==> src/rtl/crc_pkt_guard.sv <==
module crc_pkt_guard #(
  parameter int ID_W      = 5,
  parameter int ID_LSB    = 11,
  parameter int MID_BEATS = 40,
  parameter int CNT_W     = 8
) (
  input  logic        clk,
  input  logic        rst_n,
  input  logic        tx_in_valid,
  output logic        tx_in_ready,
  input  logic [15:0] tx_in_data,
  input  logic        tx_in_sop,
  input  logic        tx_in_eop,
  output logic        tx_out_valid,
  output logic [15:0] tx_out_data,
  output logic        tx_out_sop,
  output logic        tx_out_eop,
  input  logic        rx_valid,
  input  logic [15:0] rx_data,
  input  logic        rx_sop,
  input  logic        rx_eop,
  output logic        rx_done,
  output logic        rx_err,
  output logic [1:0]  rx_err_pos
);
  localparam logic [15:0] ID_MASK = 16'(((32'd1 << ID_W) - 32'd1) << ID_LSB);
  localparam logic [CNT_W-1:0] MID_LAST = CNT_W'(MID_BEATS - 1);
  localparam logic [CNT_W-1:0] MID_POS  = CNT_W'(MID_BEATS);
  localparam logic [CNT_W-1:0] MID_MIN  = CNT_W'(MID_BEATS + 1);
  localparam logic [CNT_W-1:0] CNT_MAX  = '1;

  typedef enum logic [1:0] {S_DATA, S_MID, S_FIN, S_PAD} tx_st_t;

  function automatic logic [15:0] crc_step(input logic [15:0] c, input logic [15:0] d);
    logic [15:0] r;
    r = c;
    for (int i = 15; i >= 0; i--) begin
      if (r[15] ^ d[i]) r = {r[14:0], 1'b0} ^ 16'h1021;
      else              r = {r[14:0], 1'b0};
    end
    return r;
  endfunction

  // transmit side
  tx_st_t           tx_st;
  logic [15:0]      tx_crc;
  logic [CNT_W-1:0] tx_cnt;
  logic             tx_mid;

  assign tx_in_ready = (tx_st == S_DATA);

  wire              tx_acc   = tx_in_valid && tx_in_ready;
  wire [15:0]       tx_cin   = tx_in_sop ? 16'hFFFF : tx_crc;
  wire [15:0]       tx_dm    = tx_in_sop ? (tx_in_data & ~ID_MASK) : tx_in_data;
  wire [15:0]       tx_cnext = crc_step(tx_cin, tx_dm);
  wire [CNT_W-1:0]  tx_idx   = tx_in_sop ? '0 : tx_cnt;
  wire              tx_pad   = ~(tx_cnt[0] ^ tx_mid);

  always_ff @(posedge clk or negedge rst_n) begin
    if (!rst_n) begin
      tx_st        <= S_DATA;
      tx_crc       <= 16'hFFFF;
      tx_cnt       <= '0;
      tx_mid       <= 1'b0;
      tx_out_valid <= 1'b0;
      tx_out_data  <= '0;
      tx_out_sop   <= 1'b0;
      tx_out_eop   <= 1'b0;
    end else begin
      tx_out_valid <= 1'b0;
      tx_out_sop   <= 1'b0;
      tx_out_eop   <= 1'b0;
      case (tx_st)
        S_DATA: if (tx_acc) begin
          tx_out_valid <= 1'b1;
          tx_out_data  <= tx_in_data;
          tx_out_sop   <= tx_in_sop;
          tx_crc       <= tx_cnext;
          tx_cnt       <= (tx_idx == CNT_MAX) ? tx_idx : tx_idx + 1'b1;
          if (tx_in_sop) tx_mid <= 1'b0;
          if (tx_in_eop)                  tx_st <= S_FIN;
          else if (tx_idx == MID_LAST)    tx_st <= S_MID;
        end
        S_MID: begin
          tx_out_valid <= 1'b1;
          tx_out_data  <= tx_crc;
          tx_crc       <= crc_step(tx_crc, tx_crc);
          tx_mid       <= 1'b1;
          tx_st        <= S_DATA;
        end
        S_FIN: begin
          tx_out_valid <= 1'b1;
          tx_out_data  <= tx_crc;
          tx_out_eop   <= ~tx_pad;
          tx_st        <= tx_pad ? S_PAD : S_DATA;
        end
        default: begin
          tx_out_valid <= 1'b1;
          tx_out_data  <= 16'h0000;
          tx_out_eop   <= 1'b1;
          tx_st        <= S_DATA;
        end
      endcase
    end
  end

  // receive side
  logic [15:0]      rx_crc;
  logic [CNT_W-1:0] rx_cnt;
  logic             rx_midbad;

  wire [15:0]      rx_cin   = rx_sop ? 16'hFFFF : rx_crc;
  wire [15:0]      rx_dm    = rx_sop ? (rx_data & ~ID_MASK) : rx_data;
  wire [15:0]      rx_cnext = crc_step(rx_cin, rx_dm);
  wire [CNT_W-1:0] rx_idx   = rx_sop ? '0 : rx_cnt;
  wire             rx_has_mid = rx_idx > MID_MIN;

  always_ff @(posedge clk or negedge rst_n) begin
    if (!rst_n) begin
      rx_crc     <= 16'hFFFF;
      rx_cnt     <= '0;
      rx_midbad  <= 1'b0;
      rx_done    <= 1'b0;
      rx_err     <= 1'b0;
      rx_err_pos <= 2'b00;
    end else begin
      rx_done    <= 1'b0;
      rx_err     <= 1'b0;
      rx_err_pos <= 2'b00;
      if (rx_valid) begin
        rx_crc <= rx_cnext;
        rx_cnt <= (rx_idx == CNT_MAX) ? rx_idx : rx_idx + 1'b1;
        if (rx_idx == MID_POS)  rx_midbad <= (rx_cnext != 16'h0000);
        else if (rx_sop)        rx_midbad <= 1'b0;
        if (rx_eop) begin
          rx_done       <= 1'b1;
          rx_err_pos[1] <= (rx_cnext != 16'h0000);
          rx_err_pos[0] <= rx_has_mid && rx_midbad;
          rx_err        <= (rx_cnext != 16'h0000) || (rx_has_mid && rx_midbad);
        end
      end
    end
  end
endmodule


==> config.mk <==
export PLATFORM = sky130hd
export DESIGN_NAME = crc_pkt_guard
export DESIGN_NICKNAME = d
export VERILOG_FILES = /design/src/rtl/crc_pkt_guard.sv
export SDC_FILE = /design/constraint.sdc
export NUM_CORES = 1
export LEC_CHECK = 0
export BUFFER_PORTS_ARGS = -buffer_cell sky130_fd_sc_hd__buf_4
export CORE_ASPECT_RATIO = 1.2
export CORE_MARGIN = 10
export CORE_UTILIZATION = 35
export DETAILED_ROUTE_END_ITERATION = 8
export PLACE_DENSITY_LB_ADDON = 0.15
export RECOVER_POWER = 25
export SETUP_SLACK_MARGIN = 0.1
export SLEW_MARGIN = 20
export SYNTH_ARGS = -nofsm -noshare
export SYNTH_HDL_FRONTEND = slang
export SYNTH_SLANG_ARGS = --single-unit
==> constraint.sdc <==
create_clock -name clk -period 2.7 [get_ports clk]
set_input_delay 0.135 -clock clk [delete_from_list [all_inputs] [get_ports clk]]
set_output_delay 0.135 -clock clk [all_outputs]
set_load 0.01 [all_outputs]
; After elaboration in Yosys (flattened, before gate mapping)
; Cells that the tools add are included.
; W data, S select, Z words.
[op_classes]
addsub = 2
n_reduce_logical = 14
muxes = 95
bitwise_logic = 95
n_eq_ne = 9
magnitude_cmp = 1
[op_table]
columns = operator, n
row1 = $mux W13, 47
row2 = $mux W16, 21
row3 = $not A3 Y3, 47
row4 = $pmux W16 S2, 2
row5 = $xor A1 B1 Y1, 48
row6 = $mux W8, 4
row7 = $add A8 B1 Y8 const B, 2
row8 = $eq A8 B6 Y1 const B, 2
row9 = $eq A8 B8 Y1 const B, 2
row10 = $reduce_bool A16 Y1, 1
row11 = $mux W1, 12
row12 = $mux W2, 6
row13 = $gt A8 B6 Y1 const B, 1
row14 = $reduce_and A2 Y1, 4
row15 = $ne A2 B1 Y1 const B, 2
row16 = $pmux W1 S2, 2
row17 = $pmux W2 S2, 1
row18 = $reduce_bool A2 Y1, 2
row19 = $reduce_or A2 Y1, 2
row20 = $ne A3 B1 Y1 const B, 1
row21 = $reduce_and A3 Y1, 1
row22 = $eq A2 B1 Y1 const B, 1
row23 = $eq A2 B2 Y1 const B, 1
row24 = $logic_and A1 B1 Y1, 2
row25 = other kinds (2), 2
[word_totals]
in_bits = 40
wordCells = 230
out_inout_bits = 24
ff_bits = 75

; Logic depth before layout (Yosys ltp)
[depth]
ltp_word = 47
depth_mapped = 16
depth_no_buf = 10

; Worst setup path after synthesis
; No wires, ideal clock.
[synth_path]
kind = input port to flip-flop
startpoint = in rx_sop
endpoint = reg rx_cnt[3]
path_stages = 16
setup_ns = 0.064
arrival_time_ns = 2.855
required_time_ns = 2.636
path_buffers = 6
setup_slack_ns = -0.220
path_cell_list = buf_2 buf_1 clkbuf_1 clkbuf_1 clkbuf_1 nand2b_1 inv_1 ha_1 nand4b_1 nor2_1 nand2_1 or3_1 clkbuf_1 a31oi_1 a311oi_1 a21o_1
[synth_via]
elab_chain_cells = 3
word_cells_on_any_way = 4
classes_between = 1 x add/sub / 1 x eq/ne / 2 x mux
[synth_rtl]
columns = item, line_no
row1 = "start, declared", 20  ; input logic rx_sop,
row2 = $mux W8 *, 115  ; wire [CNT_W-1:0] rx_idx = rx_sop ? '0 : rx_cnt;
row3 = $add A8 B1 Y8 / $eq A8 B8 Y1 (equally long branches), 132  ; rx_cnt <= (rx_idx == CNT_MAX) ? rx_idx : rx_idx + 1'b1;
row4 = $mux W8 *, 132
row5 = "end signal, assigned", 132
row6 = "end, declared", 109  ; logic [CNT_W-1:0] rx_cnt;
; Every way passes the cells marked *; elsewhere a longest branch is shown, timed or not.
; A chain may end at the register's enable or synchronous reset.

; Final worst setup path
[layout_path]
startpoint = reg rx_crc[3]
endpoint = reg rx_err
[layout_via]
elab_chain_cells = 21
[layout_rtl]
columns = item, line_no
row1 = "start, declared", 108  ; logic [15:0] rx_crc;
row2 = "start signal, assigned", 131  ; rx_crc <= rx_cnext;
row3 = $mux W16 *, 112  ; wire [15:0] rx_cin = rx_sop ? 16'hFFFF : rx_crc;
row4 = $mux W13 *, 38  ; if (r[15] ^ d[i]) r = {r[14:0], 1'b0} ^ 16'h1021;
row5 = $not A3 Y3 (no source line), n/a
row6 = $mux W13 * (7 in a row), 38
row7 = $not A3 Y3 (no source line), n/a
row8 = $mux W13 *, 38
row9 = $xor A1 B1 Y1 *, 38
row10 = $mux W13 *, 38
row11 = $mux W13 (3 in a row), 38
row12 = $reduce_bool A16 Y1 *, 139  ; rx_err <= (rx_cnext != 16'h0000) || (rx_has_mid && rx_midbad);
row13 = $logic_or A1 B1 Y1 *, 139
row14 = $mux W1 *, 135  ; if (rx_eop) begin
row15 = $mux W1 *, 130  ; if (rx_valid) begin
row16 = "end signal, assigned", 139
row17 = "end, declared", 23  ; output logic rx_err,
; Marks and branches as above.

==> out/results.tsv <==
metric	value	unit
outcome	finished with violations	
failing checks	max-capacitance violations, max-slew violations	
DR pass1 iterations	4	
die area	19900	µm²
Syn Inst Count	540	
Fmax	0.392	GHz
Syn Nets	588	
CTS max path bufs	2	
synthesized area per cell	9.52	µm²
total grt overflow	0	
Synth area leaders	dfrtp_1 (21%), dfstp_2 (16%), xnor2_1 (8.0%)	
Seq/Total Area, Yosys	37.3	%
Syn Std Cell Area	5140	µm²
initial antenna violation count	0	
CP max FO	5	
Vias per Instance	5.14	
PD cells	1260	nW/µm²
Routed wire per std cell	16.8	µm
htree depth	3	
DR vias	4051	
RSZ-0062 raised after global routing	true	
pre-CTS setup slack	0.00448	ns
WS Path Type	register to register	
worst clock skew	0.00788	ns
share of flip-flops with an asynchronous set or reset	100	%
Detail Route Antenna Nets	0	
largest net degree at the start of global routing	76	
antenna diode count	0	
Max Slew Vio Count	76	
starting density of the core	35.7	%
share of the synthesized area in the top cell type	20.9	%
synth unique cells	51	
Area Overhead vs Synth	23.0	%
#FFs+latches synth	75	
CTS Hold Buffers Added	0	
Sink Count	75	
worst-margin pin slew	1.96	ns
total core area	14400	µm²
routability cong.	0.807	
Hold Fails Final Rpt	0	
Synth area leader	dfrtp_1	
row count	48	
dominant synthesized flop cell	dfrtp_1	
Initial DRC Count	222	
fill cell count	1440	
Hold Crit Class	input pin to register	
CP Capture Type	register	
Startpoint Class	register	
final worst-path cycle share	94.4	%
vias in the first global route	4195	
first-pass GRT wire length	22.0	mm
Num CTS Buffers	9	
root buf cell	clkbuf_16	
fin crit period	2.55	ns
DRC viols	0	
IO Pins	64	
Buffers on Ports	63	
Critical Path RT	2.96	ns
Slowest-stage cell, CP	dfstp_2	
Slew HR	-30.6	%
max-cap viol count	2	
Max stage delay on crit path	0.54	ns
total number of yosys warnings	0	
Critical Path, Cell by Cell	xnor3_1, or3_4, and2_4, xnor3_2, and3_4, a22o_4, a31oi_1	
area of the multi-input gates	3120	µm²
Worst Setup Slack, final	0.151	ns
clock transition at the registers of the reported paths	0.06	ns
Leak Pwr	2.80	nW
Max VDD drop	0.562	mV
final setup TNS	0	ns
FF+latch area	1920	µm²
Worst EP arrival	2.81	ns
CTS tree	yes	
GRT Total Usage	13.8	%
chip width	131	µm
layout cells sized above 1	28.4	%
hpwl dp	9.50	mm
Skew-Pair Late Insertion Delay	0.34	ns
nets@finish	657	
EDFF count, synth	0	
DIE HEIGHT	153	µm
Final setup viols	0	
drt total wl	13.2	mm
-- flip-flops by register name, summed over array words and instances (netlist names), 2 cells and up --
| signal | count |
|---|---|
| rx_cnt | 8 |
| rx_crc | 16 |
| rx_err_pos | 2 |
| tx_cnt | 8 |
| tx_crc | 16 |
| tx_out_data | 16 |
| tx_st | 2 |
-- final timing paths --
| path | start | to | slack (ns) | cells past startpoint |
|---|---|---|---|---|
| worst max-delay path | rx_crc[3] | rx_err | 0.15 | 7 |
| worst min-delay path | rx_eop | rx_done | 0.07 | 3 |
| worst max register to register | rx_crc[3] | rx_err | 0.15 | 7 |
| worst min register to register | tx_crc[6] | tx_crc[6] | 0.47 | 2 |
| max in group asynchronous | rst_n | tx_out_sop | 1.20 | 1 |
| min in group asynchronous | rst_n | rx_cnt[6] | 0.34 | 1 |
-- placed cells by master (no fill, tap or decap), drive strengths merged, types with 4 or more instances in the layout --
cell	n
buf	85
xnor2	55
nor2	46
dfrtp	43
o21ai	43
nand2	39
inv	32
dfstp	32
a22o	25
xor2	25
a21oi	20
nand3b	18
clkbuf	16
mux2i	14
nor2b	12
nand3	11
xnor3	10
a31oi	10
mux2	9
nor3	8
ha	8
or3	5
a21o	4
nand2b	4
-- per-layer routing --
metal / track usage, % / vias to the layer above / wire, µm
li1: - / 1995 / -
met1: 16.5 / 1950 / 5780
met2: 23.0 / 87 / 6590
met3: 4.04 / 19 / 642
met4: 4.51 / 0 / 231
met5: 0 / - / 0
-- power by group --
| part | switching [W] | internal [W] | leakage, nW | total [W] |
|---|---|---|---|---|
| combinational | 0.00226 | 0.00246 | 1.76 | 0.00472 |
| clock | 0.000466 | 0.000742 | 0.151 | 0.00121 |
| sequential | 0.000358 | 0.00170 | 0.891 | 0.00206 |
-- area by class of cell --
class / count / area share [%]
clock buffers: 14 / 4.65
clock inverters: 1 / 0.0792
inverters: 32 / 1.90
multi-input cells: 404 / 49.3
flip-flops and latches: 75 / 30.3
well taps: 175 / 3.47
repair buffers: 87 / 10.2
-- through the flow --
| step | area [µm²] | std cells | total power (W) | utilization (%) | hold WS (ns) |
|---|---|---|---|---|---|
| 3_5_place_dp | 5850 | 765 | 0.00653 | 40.6 | 0.380 |
| 6_report | 6320 | 788 | 0.00798 | 43.8 | 0.0657 |
| 4_1_cts | 6210 | 782 | 0.00790 | 43.1 | 0.0102 |
| 5_1_grt | 6320 | 788 | 0.00860 | 43.8 | 0.0862 |
| 2_1_floorplan | 5190 | 540 | 0.00535 | - | -0.161 |
| 3_3_place_gp | 5850 | 765 | 0.00645 | 40.6 | 0.383 |
-- cells by family after synthesis --
| kind of cell | synth area share (%) |
|---|---|
| AO/OA/AOI/OAI | 14.7 |
| XOR/XNOR | 20.6 |
| adder cells (fa/ha/maj) | 1.95 |
| buffers and inverters | 4.53 |
| flip-flops | 37.3 |
| multiplexers | 4.70 |
| AND/OR/NAND/NOR | 16.2 |
-- critical path, delay by kind of cell (launching register included) --
kind                      cells  cell delay (ns)
AOI/OAI and AO/OA             2             0.41
DFF                           1             0.54
xor gates and xnor gates      2             0.82
and+or+nand+nor               3             0.70
-- Yosys cell counts, drive strengths merged (12+ instances only) --
cell	instances
a21oi	20
xor2	25
a22o	25
clkbuf	23
nor2	46
nand2	39
o21ai	43
nand3b	18
inv	32
dfrtp	43
xnor2	55
nor2b	12
mux2i	14
dfstp	32
-- repair_timing --
item                                   CTS  global route
gates resized for setup                  7             9
pin swaps                                2             9
setup endpoints to repair                3             5
endpoints found under the hold margin    0             0
buffers inserted                         2             6
Power figures use the tool's default switching activity.
